$ cat src/rtl/rst_vec_seq.sv
module rst_vec_seq #(
  parameter int DW = 32,
  parameter logic [DW-1:0] VTOR_RESET = '0,
  parameter int SP_ALIGN = 2,
  parameter int PC_SLOT = 4
) (
  input  logic          clk,
  input  logic          rst_n,
  input  logic          core_reset,
  input  logic          dbg_reg_we,
  input  logic          dbg_reg_sel,
  input  logic [DW-1:0] dbg_reg_wdata,
  input  logic          dbg_img_we,
  input  logic [DW-1:0] dbg_img_entry,
  output logic          mem_req_valid,
  input  logic          mem_req_ready,
  output logic [DW-1:0] mem_req_addr,
  input  logic          mem_rsp_valid,
  input  logic [DW-1:0] mem_rsp_data,
  output logic [DW-1:0] vtor_q,
  output logic [DW-1:0] sp_q,
  output logic [DW-1:0] pc_q,
  output logic          fetch_enable
);
  localparam logic [DW-1:0] SP_MASK = ~((DW'(1) << SP_ALIGN) - DW'(1));
  localparam logic [DW-1:0] PC_OFS = DW'(PC_SLOT);

  typedef enum logic [2:0] {
    S_HOLD, S_BASE, S_SPREQ, S_SPWAIT, S_PCREQ, S_PCWAIT, S_DONE, S_RUN
  } st_t;

  st_t st, st_nx;
  logic rst_d, sp_mark, pc_mark;

  wire sp_dbg = dbg_reg_we && !dbg_reg_sel;
  wire pc_dbg = dbg_img_we || (dbg_reg_we && dbg_reg_sel);
  wire [DW-1:0] pc_dbg_val = dbg_img_we ? dbg_img_entry : dbg_reg_wdata;
  wire sp_load = (st == S_SPWAIT) && mem_rsp_valid && !core_reset;
  wire pc_load = (st == S_PCWAIT) && mem_rsp_valid && !core_reset;

  always_ff @(posedge clk or negedge rst_n) begin
    if (!rst_n) begin
      rst_d   <= 1'b0;
      sp_mark <= 1'b0;
      pc_mark <= 1'b0;
    end else begin
      rst_d <= core_reset;
      if (core_reset) begin
        sp_mark <= (sp_mark && rst_d) || sp_dbg;
        pc_mark <= (pc_mark && rst_d) || pc_dbg;
      end
    end
  end

  always_comb begin
    st_nx = st;
    unique case (st)
      S_HOLD:   st_nx = S_BASE;
      S_BASE:   st_nx = sp_mark ? (pc_mark ? S_DONE : S_PCREQ) : S_SPREQ;
      S_SPREQ:  if (mem_req_ready) st_nx = S_SPWAIT;
      S_SPWAIT: if (mem_rsp_valid) st_nx = pc_mark ? S_DONE : S_PCREQ;
      S_PCREQ:  if (mem_req_ready) st_nx = S_PCWAIT;
      S_PCWAIT: if (mem_rsp_valid) st_nx = S_DONE;
      S_DONE:   st_nx = S_RUN;
      default:  st_nx = S_RUN;
    endcase
    if (core_reset) st_nx = S_HOLD;
  end

  always_ff @(posedge clk or negedge rst_n) begin
    if (!rst_n) begin
      st     <= S_HOLD;
      vtor_q <= '0;
      sp_q   <= '0;
      pc_q   <= '0;
    end else begin
      st <= st_nx;
      if (st == S_HOLD && !core_reset) vtor_q <= VTOR_RESET;
      if (sp_dbg) sp_q <= dbg_reg_wdata;
      else if (sp_load) sp_q <= mem_rsp_data & SP_MASK;
      if (pc_dbg) pc_q <= pc_dbg_val;
      else if (pc_load) pc_q <= mem_rsp_data;
    end
  end

  assign mem_req_valid = (st == S_SPREQ) || (st == S_PCREQ);
  assign mem_req_addr  = (st == S_PCREQ) ? vtor_q + PC_OFS : vtor_q;
  assign fetch_enable  = (st == S_RUN);
endmodule

$ cat config.mk
export PLATFORM = sky130hd
export DESIGN_NAME = rst_vec_seq
export DESIGN_NICKNAME = d
export VERILOG_FILES = /design/src/rtl/rst_vec_seq.sv
export SDC_FILE = /design/constraint.sdc
export NUM_CORES = 1
export LEC_CHECK = 0
export BUFFER_PORTS_ARGS = -buffer_cell sky130_fd_sc_hd__clkbuf_2
export CORE_ASPECT_RATIO = 1.75
export CORE_MARGIN = 10
export CORE_UTILIZATION = 45
export CTS_CLUSTER_SIZE = 25
export DETAILED_ROUTE_END_ITERATION = 8
export PLACE_DENSITY_LB_ADDON = 0.15
export SLEW_MARGIN = 20
export SYNTH_ARGS = -nofsm -noshare
export SYNTH_HDL_FRONTEND = slang
export SYNTH_SLANG_ARGS = --single-unit
$ cat constraint.sdc
create_clock -name clk -period 1.85 [get_ports clk]
set_clock_uncertainty 0.15 [all_clocks]
set_input_delay 0 -clock clk [delete_from_list [all_inputs] [get_ports clk]]
set_output_delay 0 -clock clk [all_outputs]
set_load 0.03 [all_outputs]
Yosys cells after proc, flatten, opt, wreduce, memory -nomap -nowiden. Index checks and enable logic that the tools add are counted. W data, S select, Z words.

Register bits after elaboration: 70. Logic and storage cells: 48. Input bits: 104. Output and inout port bits: 130.

Equality and inequality tests: 10. Reduce and logical (&&, ||, !) cells: 18. Multiplexer cells: 14.

Operator list (count): $mux W32 (5); $mux W3 (7); $pmux W3 S6 (1); $ne A3 B3 Y1 const B (4); $eq A3 B3 Y1 const B (3); $logic_and A1 B1 Y1 (8); $eq A3 B2 Y1 const B (2); $logic_or A1 B1 Y1 (4); $reduce_and A4 Y1 (1); $reduce_bool A2 Y1 (2); $eq A3 B1 Y1 const B (1); $logic_not A3 Y1 (1); $logic_not A1 Y1 (2); $mux W2 (1).

Depth between registers and ports, before layout.
Depth after elaboration: 5. Gate-level depth with buffers: 6. Gate-level depth less buffers: 3.

Worst setup path before layout. OpenSTA, ideal clock, no wires.

Path kind: register to output. From: register st[1]. To: output port mem_req_valid. Setup slack: 0.450 ns. Path buffers: 1. Required time: 1.700 ns. Arrival: 1.250 ns. Stages on the path, launching flop included: 4. Cells stage by stage: dfrtp_1 -> nand2b_1 -> buf_2 -> a21oi_1.

Longest elaborated chain between the ends: 2. Elaborated cells between the ends (all ways): 3. Classes of those cells: eq/ne (2); reduce/logical (1).

RTL lines: from (decl) (RTL line 32) `st_t st, st_nx;`; from (signal assigned) (RTL line 77) `st <= st_nx;`; $eq A3 B2 Y1 or $eq A3 B3 Y1 (tied branches) (RTL line 86) `assign mem_req_valid = (st == S_SPREQ) || (st == S_PCREQ);`; $logic_or A1 B1 Y1 (*) (RTL line 86); to (decl) (RTL line 15) `output logic mem_req_valid,`.

Every way passes the cells marked *; elsewhere a longest branch is shown, timed or not.

Worst setup path in the final report.
From: register st[2]. To: output port mem_req_valid.

The elaborated chain is that of the path after synthesis.

==> impl_metrics.ini <==
[outcome]
outcome = finished, violations left
violations = negative hold slack

[power_and_ir_drop]
total_leakage_power_nw = 2.88
total_power_mw = 5.83
irDropWorstVdd_mv = 0.567
power_density_nw_per_um2 = 904

[floorplan]
rows = 47
ios = 234
dieWidth_um = 94.3
initial_core_util_pct = 46.0
die-height_um = 150
dieArea_sq_um = 14200
core_sq_um = 9470

[detailed_routing]
num_vias = 4961
drt_wl_total_um = 17500
remaining_drc_errors = 0
drtPass1Iterations = 5
drt-vias-per-instance = 5.52
drt_iter0_drc = 338
wl_per_cell_um = 19.5
drtAntennaViolNets = 0

[clock_network]
cts_tree = built
cts_max_path_buffers = 2
cts.sinks = 70
cts_buffers = 9
clk_pin_slew_worst_paths_ns = 0.06
clock-root-buffer = clkbuf_16
clkLatencyLatePin_ns = 0.34
cts_max_level = 3

[worst_setup_path]
r2r_slack_ns = 0.24
crit_path_start_kind = flop
r2r_end = sp_q[18]$_DFFE_PN0P_
end_kind = primary output
cp_data_required_time_ns = 1.70
critPathMaxFanout = 11
arrival_ns = 1.64
reg2reg_depth = 4
r2r-start = st[0]$_DFFE_PN0P_
path_class = reg2out

[synth]
netlist_area_sq_um = 4350
synthDistinctLibCells = 34
postSynthCellCount = 506
synth-seq-area-share_pct = 40.3
yosysWarnings = 0
ys_ff_latch = 70
avgSynthCellArea_sq_um = 8.60

[grt]
grt_pass1_wl_um = 27200
track_usage_pct = 24.1
grt-ovfl-total = 0
grt_max_degree = 52
antenna_found_initial = 3
first_global_vias = 5219

[hold_path]
hold_class = in2reg
hold_path_end = sp_q[0]$_DFFE_PN0P_
min-delay-start = dbg_reg_sel
hold-path-cell-count = 4

[final_layout]
area_growth_pct = 48.2
final_area_sq_um = 6450
stdcell_count = 899
final_common_cell = clkbuf_2
layout_common_cells = clkbuf_2 (168), dlygate4sd3_1 (110), dfrtp_1 (70)
layout-drive-gt1-share_pct = 27.6
final_nets = 872

[timing]
finalHoldViolCount = 2
period_share_pct = 96.5
fmax_mhz = 560
holdWs_ns = -0.00412
drv_slew = 0
fin_crit_ns = 1.79
fin_tns_setup_ns = 0
grt_setup_unrepaired = no
setup_viol = 0
fin_ws_ns = 0.0648

[placed_design]
place_inst = 769
gp_congestion = 0.855
preCtsSetupSlack_ns = 0.270
dp_hpwl_um = 11700
io_buffers = 170
post_dp_cell_area_sq_um = 5030

[job]
cap_viol_max_count = 0
[registers in the layout, summed over array words and instances (netlist names)]
name,cells
sp_q,32
pc_mark,1
rst_d,1
st,3
sp_mark,1
pc_q,32
[per-stage QoR]
step,hold slack (ns),util [%]
final,-0.00412,68.1
after global routing,0.0353,68.1
after CTS,0.00185,68.0
after detailed placement,-0.239,53.1
after global placement,-0.244,53.1
after floorplan,-0.446,-
[critical path, cell delays in order, from the launching register on]
cell and delay [ns]:
dfrtp_1 0.49, nand2b_1 0.21, buf_4 0.18, a21oi_1 0.18, buf_2 0.23
[metal layers]
layer	wire length [um]	part of all wire, %	GRT usage, %
met5	0	0	0
met4	862	4.9	15.5
met3	1600	9.1	6.18
met2	9050	52	40.7
met1	6000	34	25.9
[final cells by class]
cell class,count,area [sq um]
Multi-Input combinational cell,386,2090
Clock buffer,11,253
Tap cell,122,153
Timing Repair Buffer,301,2140
Clock inverter,5,57.6
Fill cell,745,3020
Sequential cell,70,1750
Antenna cell,4,10.0
[Yosys cell counts]
cell       count  area, sq um
nand3_1       61          305
buf_4         64          480
a31oi_1       63          394
buf_2         26          130
a31o_2         1         8.76
and3b_1        1         8.76
a211oi_1      31          233
a21boi_0       1         7.51
nand2b_1       5         31.3
and2b_1        2         15.0
o21ai_1       10         50.1
nor2b_1       34          213
a311oi_1       1         8.76
a21oi_1        3         15.0
dfrtp_1       70         1750
mux2_2         1         11.3
a21o_1         1         7.51
buf_6          8         90.1
o21ai_0       55          275
conb_1         1         3.75
o31ai_1        1         7.51
a211o_1        1         8.76
o211ai_1       1         7.51
nand3b_4       1         20.0
and3_1         1         6.26
nor2_1        35          131
or2b_1         1         7.51
a21oi_2        1         8.76
nand2_1        7         26.3
o2111ai_1      1         8.76
a22o_1         2         17.5
clkbuf_1      13         48.8
clkbuf_2       1         5.00
o21bai_1       1         7.51
[power breakdown]
part	internal, mW	switching, mW
Clock	1.11	0.690
Sequential	1.75	0.159
Combinational	0.699	1.41
Total	3.57	2.26
[kinds of logic after synthesis]
group,Yosys count,synth area share [%]
compound gates,174,24.5
buf+inv,112,17.3
other cells,1,0.0862
simple gates,148,17.6
flops,70,40.3
mux,1,0.259
[how the worst max path moves through the flow]
stage	from	end	slack (ns)	cells after the start
finish	st[2]$_DFFE_PN0P_	mem_req_valid	0.06	4
detailed placement	st[0]$_DFFE_PN0P_	pc_q[18]$_DFFE_PN0P_	0.27	4
global route	st[2]$_DFFE_PN0P_	mem_req_valid	0.02	4
floorplan	st[1]$_DFFE_PN0P_	mem_req_valid	0.45	3
CTS	st[2]$_DFFE_PN0P_	mem_req_valid	0.08	4
global placement	st[0]$_DFFE_PN0P_	sp_q[13]$_DFFE_PN0P_	0.35	4
[repair_timing]
item                                    in CTS  in global routing
buffers inserted                             0                  0
endpoints found under the setup margin       0                 14
gates resized for setup                      0                  1
hold buffers                               110                  1
endpoints found under the hold margin      140                 19
No activity file was read; power rests on OpenSTA's default activity.
